## config.mk

```make
export PLATFORM = sky130hd
export DESIGN_NAME = dma_xhs_ctrl
export DESIGN_NICKNAME = d
export VERILOG_FILES = /design/src/rtl/dhc_pkg.sv /design/src/rtl/dhc_edge.sv /design/src/rtl/dhc_quota.sv /design/src/rtl/dhc_seq.sv /design/src/rtl/dma_xhs_ctrl.sv
export SDC_FILE = /design/constraint.sdc
export NUM_CORES = 1
export LEC_CHECK = 0
export CORE_MARGIN = 2
export CORE_UTILIZATION = 60
export DETAILED_ROUTE_END_ITERATION = 7
export DONT_BUFFER_PORTS = 1
export GPL_ROUTABILITY_DRIVEN = 0
export PLACE_DENSITY = 0.76
export SETUP_SLACK_MARGIN = 0.3
export SLEW_MARGIN = 15
export SYNTH_ARGS = -nofsm -noshare
export SYNTH_HDL_FRONTEND = slang
export SYNTH_HIERARCHICAL = 1
export SYNTH_SLANG_ARGS = --single-unit
```

## constraint.sdc

```tcl
create_clock -name clk -period 3.55 [get_ports clk]
set_input_delay 0.71 -clock clk [delete_from_list [all_inputs] [get_ports clk]]
set_output_delay 0.71 -clock clk [all_outputs]
set_load 0.005 [all_outputs]
```

## src/rtl/dhc_pkg.sv

```systemverilog
package dhc_pkg;
  typedef enum logic [1:0] {
    ST_IDLE  = 2'd0,
    ST_FETCH = 2'd1,
    ST_MOVE  = 2'd2
  } dhc_state_e;

  localparam int MODE_CHAIN_BIT = 0;
  localparam int MODE_EXT_BIT   = 1;
endpackage

```

## src/rtl/dhc_edge.sv

```systemverilog
module dhc_edge #(
  parameter int W = 2
) (
  input  logic         clk,
  input  logic         rst_n,
  input  logic [W-1:0] din,
  output logic [W-1:0] rise
);
  logic [W-1:0] prev_q;

  always_ff @(posedge clk) begin
    if (!rst_n) prev_q <= '0;
    else        prev_q <= din;
  end

  assign rise = din & ~prev_q;
endmodule

```

## src/rtl/dhc_quota.sv

```systemverilog
module dhc_quota #(
  parameter int QEXP_W     = 4,
  parameter int BEAT_BYTES = 8
) (
  input  logic              clk,
  input  logic              rst_n,
  input  logic              clear,
  input  logic              beat_acc,
  input  logic              pause_en,
  input  logic [QEXP_W-1:0] quota_exp,
  output logic              hit
);
  localparam int CNT_W = (1 << QEXP_W) + 1;

  logic [CNT_W-1:0] cnt_q;
  logic [CNT_W-1:0] quota;

  assign quota = {{(CNT_W-1){1'b0}}, 1'b1} << quota_exp;

  always_ff @(posedge clk) begin
    if (!rst_n)                           cnt_q <= '0;
    else if (clear)                       cnt_q <= '0;
    else if (beat_acc && !cnt_q[CNT_W-1]) cnt_q <= cnt_q + CNT_W'(BEAT_BYTES);
  end

  assign hit = pause_en && (cnt_q >= quota);

  // The count restarts on a start or resume, so the quota is met afresh.
  assert_clear_drops_hit_R6: assert property (@(posedge clk) disable iff (!rst_n)
    clear |=> !hit);
endmodule

```

## src/rtl/dhc_seq.sv

```systemverilog
module dhc_seq
  import dhc_pkg::*;
#(
  parameter int LEN_W = 16
) (
  input  logic             clk,
  input  logic             rst_n,
  input  logic [1:0]       xfer_mode,
  input  logic [LEN_W-1:0] xfer_beats,
  input  logic             go_ext,
  input  logic             sw_start,
  input  logic             desc_load,
  input  logic             abort_rise,
  input  logic             xfer_err,
  input  logic             err_clr,
  input  logic             quota_hit,
  input  logic             beat_ready,
  input  logic             fetch_done,
  input  logic [LEN_W-1:0] fetch_beats,
  input  logic             fetch_last,
  output logic             busy,
  output logic             cs,
  output logic             done,
  output logic             err_flag,
  output logic             beat_valid,
  output logic             fetch_req,
  output logic             beat_acc,
  output logic             quota_clr
);
  dhc_state_e       state_q;
  logic [LEN_W-1:0] rem_q;
  logic             last_q, phase_q, cs_q, done_q, err_q;
  logic             chain, extd, launch, resume, fail;

  assign chain  = xfer_mode[MODE_CHAIN_BIT];
  assign extd   = xfer_mode[MODE_EXT_BIT];
  assign busy   = (state_q != ST_IDLE);
  assign launch = (state_q == ST_IDLE) && (go_ext || sw_start || (desc_load && chain));
  assign resume = (state_q == ST_MOVE) && !cs_q && go_ext;
  assign fail   = busy && (abort_rise || xfer_err);

  assign beat_valid = (state_q == ST_MOVE) && cs_q && (rem_q != '0) && !quota_hit;
  assign beat_acc   = beat_valid && beat_ready;
  assign quota_clr  = launch || resume;
  assign fetch_req  = (state_q == ST_FETCH);
  assign cs         = cs_q;
  assign done       = done_q;
  assign err_flag   = err_q;

  always_ff @(posedge clk) begin
    if (!rst_n) begin
      state_q <= ST_IDLE;
      rem_q   <= '0;
      last_q  <= 1'b0;
      phase_q <= 1'b0;
      cs_q    <= 1'b0;
      done_q  <= 1'b0;
      err_q   <= 1'b0;
    end else begin
      done_q <= 1'b0;
      if (fail)         err_q <= 1'b1;
      else if (err_clr) err_q <= 1'b0;

      if (fail) begin
        state_q <= ST_IDLE;
        cs_q    <= 1'b0;
        done_q  <= 1'b1;
      end else begin
        case (state_q)
          ST_IDLE: begin
            if (launch) begin
              cs_q    <= 1'b1;
              phase_q <= 1'b0;
              if (chain) begin
                state_q <= ST_FETCH;
              end else begin
                state_q <= ST_MOVE;
                rem_q   <= xfer_beats;
                last_q  <= 1'b1;
              end
            end
          end
          ST_FETCH: begin
            if (fetch_done) begin
              if (extd && !phase_q) begin
                phase_q <= 1'b1;
              end else begin
                phase_q <= 1'b0;
                rem_q   <= fetch_beats;
                last_q  <= fetch_last;
                state_q <= ST_MOVE;
              end
            end
          end
          ST_MOVE: begin
            if (rem_q == '0) begin
              if (last_q) begin
                state_q <= ST_IDLE;
                cs_q    <= 1'b0;
                done_q  <= 1'b1;
              end else begin
                state_q <= ST_FETCH;
              end
            end else if (!cs_q) begin
              if (go_ext) cs_q <= 1'b1;
            end else if (quota_hit) begin
              cs_q <= 1'b0;
            end else if (beat_ready) begin
              rem_q <= rem_q - LEN_W'(1);
            end
          end
          default: state_q <= ST_IDLE;
        endcase
      end
    end
  end

  assert_done_single_R4: assert property (@(posedge clk) disable iff (!rst_n)
    done |=> !done);
  assert_done_idle_R4: assert property (@(posedge clk) disable iff (!rst_n)
    done |-> (!busy && !cs));
  assert_valid_needs_start_R5: assert property (@(posedge clk) disable iff (!rst_n)
    beat_valid |-> (cs && busy));
  assert_fetch_keeps_start_R9: assert property (@(posedge clk) disable iff (!rst_n)
    fetch_req |-> cs);
  assert_pause_only_quota_R6: assert property (@(posedge clk) disable iff (!rst_n)
    (busy && $past(busy) && $fell(cs)) |-> $past(quota_hit));
  assert_resume_sets_start_R6: assert property (@(posedge clk) disable iff (!rst_n)
    (busy && !cs && go_ext && !fail) |=> cs);
  assert_abort_ends_R10: assert property (@(posedge clk) disable iff (!rst_n)
    (busy && abort_rise) |=> (done && err_flag));
  assert_err_ends_R11: assert property (@(posedge clk) disable iff (!rst_n)
    (busy && xfer_err) |=> (done && !busy));
  assert_err_clear_R12: assert property (@(posedge clk) disable iff (!rst_n)
    (err_flag && err_clr && !fail) |=> !err_flag);
endmodule

```

## src/rtl/dma_xhs_ctrl.sv

```systemverilog
module dma_xhs_ctrl #(
  parameter int LEN_W      = 16,
  parameter int QEXP_W     = 4,
  parameter int BEAT_BYTES = 8
) (
  input  logic              clk,
  input  logic              rst_n,
  input  logic              ext_ctl_en,
  input  logic              pause_en,
  input  logic [1:0]        xfer_mode,
  input  logic [QEXP_W-1:0] quota_exp,
  input  logic [LEN_W-1:0]  xfer_beats,
  input  logic              sw_start,
  input  logic              desc_load,
  input  logic              abort_req,
  input  logic              err_clr,
  input  logic              xfer_err,
  input  logic              ext_req,
  output logic              ext_ack,
  output logic              ext_done,
  output logic              start_bit,
  output logic              busy_stat,
  output logic              err_stat,
  output logic              beat_valid,
  input  logic              beat_ready,
  output logic              fetch_req,
  input  logic              fetch_done,
  input  logic [LEN_W-1:0]  fetch_beats,
  input  logic              fetch_last
);
  logic [1:0] rise;
  logic       go_ext, quota_hit, quota_clr, beat_acc, busy;

  dhc_edge #(.W(2)) u_edge (
    .clk  (clk),
    .rst_n(rst_n),
    .din  ({abort_req, ext_req}),
    .rise (rise)
  );

  assign go_ext = rise[0] && ext_ctl_en;

  dhc_quota #(.QEXP_W(QEXP_W), .BEAT_BYTES(BEAT_BYTES)) u_quota (
    .clk      (clk),
    .rst_n    (rst_n),
    .clear    (quota_clr),
    .beat_acc (beat_acc),
    .pause_en (pause_en),
    .quota_exp(quota_exp),
    .hit      (quota_hit)
  );

  dhc_seq #(.LEN_W(LEN_W)) u_seq (
    .clk        (clk),
    .rst_n      (rst_n),
    .xfer_mode  (xfer_mode),
    .xfer_beats (xfer_beats),
    .go_ext     (go_ext),
    .sw_start   (sw_start),
    .desc_load  (desc_load),
    .abort_rise (rise[1]),
    .xfer_err   (xfer_err),
    .err_clr    (err_clr),
    .quota_hit  (quota_hit),
    .beat_ready (beat_ready),
    .fetch_done (fetch_done),
    .fetch_beats(fetch_beats),
    .fetch_last (fetch_last),
    .busy       (busy),
    .cs         (start_bit),
    .done       (ext_done),
    .err_flag   (err_stat),
    .beat_valid (beat_valid),
    .fetch_req  (fetch_req),
    .beat_acc   (beat_acc),
    .quota_clr  (quota_clr)
  );

  assign ext_ack   = busy;
  assign busy_stat = busy;
endmodule

```

==> results.cfg, run 1 <==
[critical_path]
arrival_ps = 2280
path_cells = nor2b_1 > nand3_1 > ha_1 > nand4b_1 > o21ai_0 > o31ai_1 > nand3_1 > nor3_1
cp-end-kind = output port
cp_slowest_cell = ha_1
rr_worst_depth = 11
crit_type = input pin to output port
cp_slowest_stage_delay_ps = 300
r2r_start = u_quota/cnt_q[14]
cp.depth = 8
cp-startpoint = quota_exp[2]
path_delay_family = simple AND/OR/NAND/NOR gates
cp_num_buf_inv = 0
crit_fanout = 8
cpMostUsedCell = nand3_1
required_ps = 2840
worstSetupStartpointType = input pin

[cts]
cts_post_setup_buffers_inserted = 0
clockRootBuffer = clkbuf_8
htreeDepth = 2
path_clk_slew_ps = 80
clockBufferDepth = 2
cts_tree = built
cts_buffers = 5
clock_sinks = 39
clkLatencyLatePin_ps = 290

[sta]
fin_crit_sh_pct = 84.3
rsz0062_at_grt = false
finalHoldViolCount = 0
maxClockFrequency_mhz = 334
report.final.slew_viol_count = 0
timing.slew.headroom_pct = 47.8
setup_viol_count_final = 0
hold_ws_ps = 472
worstMarginPinSlew_ps = 783
setup_tns_ps = 0
min_period_ps = 2990
clock_skew_ps = 10.3

[pwr]
power_mw = 2.46
powerDensity_mw_per_mm2 = 807
peakVddDrop_mv = 0.495
p_leak_nw = 1.14

[grt]
grt_pass1_wl_microns = 11400
antenna_found_initial = 0
grt.overflow.total = 0
grt_pass1_vias = 2458
track_usage_pct = 26.2
grt_max_degree = 33

[synthesis]
syn_nets = 453
ys.flop_type = dfxtp_1
synth_top_area_cell = dfxtp_1
syn_inst = 383
synth_cell_types = 63
avgSynthCellArea_sq_um = 7.67
synth_edf_count = 0
synthTopCellsByArea = dfxtp_1 (27%), ha_1 (8.1%), nor2_1 (6.5%), nand2_1 (5.4%), a21oi_1 (4.3%)
ys_warn_count = 6
ys_seq_area_share_pct = 26.6
synth_seq_cells = 39
yosysTopAreaCellShare_pct = 26.6
synthArstFlopShare_pct = 0
syn_area_sq_mm = 0.00294

[floorplan]
rows = 25
coreArea_sq_mm = 0.00472
die_height_microns = 74.0
initial_core_util_pct = 62.2
die_w_microns = 74.0
io_pins = 58
dieArea_sq_mm = 0.00547

[cells_and_area]
final_layout_size_suffix_gt1_share_pct = 7.82
n_antenna_cell = 0
final_cell_mix = nor2_1 (50), nand2_1 (42), dfxtp_1 (39), a21oi_1 (25), ha_1 (19)
final_common_cell = nor2_1
final_nets = 441
finalNonFillerCells = 438
area_growth_pct = 3.75

[place]
io_buffers = 0
post-place-cells = 431
dp_hpwl_microns = 5110

[worst_hold_path]
whs_path_depth = 2
hp-start = u_seq/phase_q
hold_path_class = flop to flop

[route]
post_drt_wl_per_cell_microns = 15.5
vias = 2690
drtAntennaViolNets = 0
via_per_inst = 6.14
first_pass_iters = 4
drt_wl_total_microns = 6770
drcViolationCount = 0
drtIter0Drc = 222

[outcome]
status = completed

[flow_run]
drv_cap = 0
[where the power goes]
part	total [mW]	internal, mW	switching [mW]
logic	1.48	0.607	0.871
clock network	0.312	0.153	0.159
registers	0.670	0.534	0.136
[worst min-delay path, delay by kind of cell, from the launching register on]
kind | cells | cell delay (ps)
AOI/OAI and AO/OA | 2 | 120
DFF | 1 | 310
[logic make-up (layout without fill, tap and decap cells)]
| kind of cell | after synthesis | after routing | synth area share [%] |
|---|---|---|---|
| adder cells (fa/ha/maj) | 19 | 19 | 8.09 |
| buffers and inverters | 35 | 23 | 5.02 |
| XOR/XNOR | 11 | 11 | 3.28 |
| AO/OA/AOI/OAI | 96 | 96 | 22.5 |
| multiplexers | 2 | 2 | 0.724 |
| flip-flops | 39 | 39 | 26.6 |
| AND/OR/NAND/NOR | 181 | 181 | 33.8 |
[synth_stat cells (2+ instances only)]
cell	instances
a311o_1	2
xnor2_1	5
nand3_1	11
a22oi_1	4
inv_1	13
o31ai_1	2
a21oi_1	25
xor2_1	6
clkbuf_1	14
buf_2	4
or3_1	3
nor3_1	10
dfxtp_1	39
nor2b_4	2
a311oi_1	2
nor2_1	51
and2_1	7
nor4_1	3
a211o_1	6
a31oi_1	6
nand2_1	42
ha_1	19
o21a_1	2
o21ai_0	16
nor3b_1	2
a32o_1	2
o221a_2	5
o311ai_0	2
nor4_2	2
o22ai_1	5
or4_1	3
and4_1	4
a32oi_1	3
nand4_1	12
a211oi_1	2
nand2b_1	8
buf_4	3
nor4b_1	2
nor2b_1	8
a21boi_0	3
[area by class of cell]
cell class / instances / area (sq um)
Clock buffer: 6 / 82.6
Tap cell: 67 / 83.8
Sequential cell: 39 / 781
Inverter: 13 / 48.8
Fill cell: 436 / 1670
Clock inverter: 1 / 5.00
Timing Repair Buffer: 3 / 35.0
Multi-Input combinational cell: 309 / 2010
[through the flow]
step                      setup WS (ps)  cell area, sq um  util (%)
after floorplan                     354              2940         -
after global placement              357              2960      62.6
after detailed placement            214              2960      62.6
after CTS                           527              3050      64.5
after global routing                343              3050      64.6
final                               558              3050      64.6
[worst paths after layout]
kind / end / slack, ps
setup / recovery: beat_valid / 560
hold / removal: u_seq/phase_q / 470
setup reg to reg: u_quota/cnt_q[9] / 920
hold reg to reg: u_seq/phase_q / 470
[what timing repair did]
action | 4_1_cts | 5_1_grt
resized for setup | 0 | 1
setup endpoints to repair | 0 | 3
hold buffers | 0 | 0
[sequential cells by signal, summed over array words and instances, names as in the netlist]
| register | flops |
|---|---|
| u_seq/done | 1 |
| u_seq/rem_q | 16 |
| u_seq/cs | 1 |
| u_seq/state_q | 2 |
| u_seq/last_q | 1 |
| u_edge/prev_q | 2 |
| u_seq/phase_q | 1 |
| u_quota/cnt_q | 14 |
| u_seq/err_flag | 1 |
[routing by layer]
metal	share of wire (%)	vias up	wire [microns]	GRT usage (%)
li1	-	1369	-	-
met1	48	1246	3240	36.8
met2	46	68	3120	42.4
met3	5.1	7	347	3.93
met4	0.96	0	65	6.87
met5	0	-	0	0
(Power assumes the default switching activity.)
==> run 2: changes to the inputs <==
Settings changed: CORE_UTILIZATION 60 to 58.
Clock period 3.55 ns to 2.5 ns, I/O delays scaled along.
==> run 2 against run 1 <==
Effect of this change:
- the flow now finishes with violations (negative setup slack)
- first-iteration DRC count increased by 4.5%
- clock-buffer cell count rose by 1
- via count is 10% higher
- non-clock buffer count rose by 27
- sequential power increased by 43%
- critical path depth grew 7
- setup slack worse by 660 ps
- flip-flop and latch count stayed put
- utilization grew 9.9 points
- final cell count grew 6.4%
- critical path type is now input pin to flop
==> results.cfg, run 2 (synthesized netlist as in run 1, its figures left out) <==
[outcome]
status = finished, violations left
violations = negative setup slack

[cts]
htreeDepth = 2
cts_tree = built
clockBufferDepth = 2
cts_buffers = 5
clock_sinks = 39
clockRootBuffer = clkbuf_8
path_clk_slew_ps = 80
ctsHoldBuffers = 0
clkLatencyLatePin_ps = 300

[cells_and_area]
seqCellArea_sq_um = 781
final_nets = 468
final_common_cell = nor2_1
final_util_pct = 74.5
fillers = 348
regMostFlops = u_seq/rem_q
finalNonFillerCells = 466
n_antenna_cell = 0
area_growth_pct = 22.1
largest_reg_flops = 16
multi_input_area_sq_mm = 0.00230
final_layout_size_suffix_gt1_share_pct = 22.6
final_cell_mix = nor2_1 (47), nand2_1 (41), dfxtp_1 (39), buf_4 (22), a21oi_1 (20)
top_regs = u_seq/rem_q (16), u_quota/cnt_q (14)

[floorplan]
rows = 25
coreArea_sq_mm = 0.00482
die_height_microns = 75.2
initial_core_util_pct = 61.0
io_pins = 58
die_w_microns = 75.2
dieArea_sq_mm = 0.00565

[grt]
grt.overflow.total = 0
grt_max_degree = 33
track_usage_pct = 28.3
grt_pass1_wl_microns = 12300
antenna_found_initial = 0
top_usage_layer = met2
grt_pass1_vias = 2618
globalRouteMet2Util_pct = 44.1
met3_usage_pct = 5.76
grtUsageMet1_pct = 38.7

[route]
drtIter0Drc = 232
first_pass_iters = 5
drtAntennaViolNets = 0
drcViolationCount = 0
drt_wl_total_microns = 8020
via_per_inst = 6.35
vias = 2958
post_drt_wl_per_cell_microns = 17.2

[sta]
hold_ws_ps = 320
timing.slew.headroom_pct = 54.1
worstMarginPinSlew_ps = 681
rsz0062_at_grt = true
finalHoldViolCount = 0
maxClockFrequency_mhz = 385
worst_slack_ps = -100
fin_crit_sh_pct = 104
setup_viol_count_final = 16
min_period_ps = 2600
report.final.slew_viol_count = 0
clock_skew_ps = 5.53

[critical_path]
cpMostUsedCell = nand4_1
crit_type = input pin to flop
worstSetupStartpointType = input pin
cp-end-kind = flop
arrival_ps = 2790
r2r_start = u_quota/cnt_q[15]
cp-startpoint = quota_exp[3]
crit_fanout = 8
path_cells = nor2b_4 > nand3_2 > ha_4 > nand4b_1 > buf_4 > nor3_4 > nand4_1 > nand3_1 > nand3b_1 > nand2_1 > nand4_1 > buf_6 > clkbuf_16 > a21oi_2 > o221a_2
cp_slowest_stage_delay_ps = 280
required_ps = 2690
cp_slowest_cell = ha_4

[pwr]
peakVddDrop_mv = 0.725
powerDensity_mw_per_mm2 = 1110
p_leak_nw = 1.42

[flow_run]
drv_cap = 0

[place]
dp_hpwl_microns = 5430
io_buffers = 0
post-place-cells = 449

[worst_hold_path]
hold_path_class = input pin to flop
hp-start = ext_req
-- run 2: cell count changes in the layout (fill, tap and decap cells not counted), moves of 4 or more --
cell	before	now
a21oi_1	25	20
a21oi_2	1	6
buf_4	2	22
buf_6	0	5
nand3_1	11	7
nand3_2	0	4
nor2b_1	8	4
nor3_1	10	5
nor3_4	0	4
o21ai_0	16	12
o21ai_1	1	5
-- run 2: final timing paths --
check             slack, ps  cells after the start               end
hold / removal          320                      1  u_edge/prev_q[0]
setup / recovery       -100                     15   u_seq/rem_q[13]
setup reg to reg        -10                     13   u_seq/rem_q[13]
hold reg to reg         480                      2    u_seq/rem_q[1]
-- run 2: where the power goes --
part           internal, mW  switching, mW  total [mW]
clock                 0.196          0.226       0.422
combinational          1.12           1.48        2.60
sequential            0.758          0.203       0.961
total                  2.08           1.91        3.99
-- run 2: per-layer routing --
| layer | up-vias | share of wire [%] |
|---|---|---|
| li1 | 1438 | - |
| met1 | 1373 | 44 |
| met5 | - | 0 |
| met4 | 0 | 2.4 |
| met3 | 21 | 7.7 |
| met2 | 126 | 46 |
-- run 2: critical path: cells and delay by family --
| kind | cells | cell delay [ps] |
|---|---|---|
| buffers and inverters | 3 | 490 |
| and+or+nand+nor | 9 | 1180 |
| adders and majority gates | 1 | 280 |
| AOI/OAI and AO/OA | 2 | 320 |
-- run 2: area by class of cell --
cell class,count,area share (%)
Clock buffer,7,2.13
Clock inverter,1,0.139
Inverter,13,1.36
Tap cell,67,2.34
Multi-Input combinational cell,309,64.2
Timing Repair Buffer,30,8.12
Sequential cell,39,21.8
-- run 2: metrics by stage --
step / instance area (sq um) / TNS, ps / power (mW) / worst slack (ps)
floorplan: 3070 / -4870 / 2.76 / -264
global placement: 3180 / -7280 / 3.20 / -358
detailed placement: 3180 / -9970 / 3.25 / -462
CTS: 3440 / 0 / 3.69 / 38.4
global route: 3590 / -3660 / 4.29 / -256
finish: 3590 / -504 / 3.99 / -100
-- run 2: timing repair --
action	CTS	global route
cloned	0	2
buffers inserted	5	2
setup endpoints to repair	32	33
resized for setup	27	19
pin swaps	28	8
==> run 3: changes to the inputs <==
Settings changed: RECOVER_POWER from default to 25.
==> results of run 3 <==
No change in the layout: final DEF, timing and power equal those of run 2.
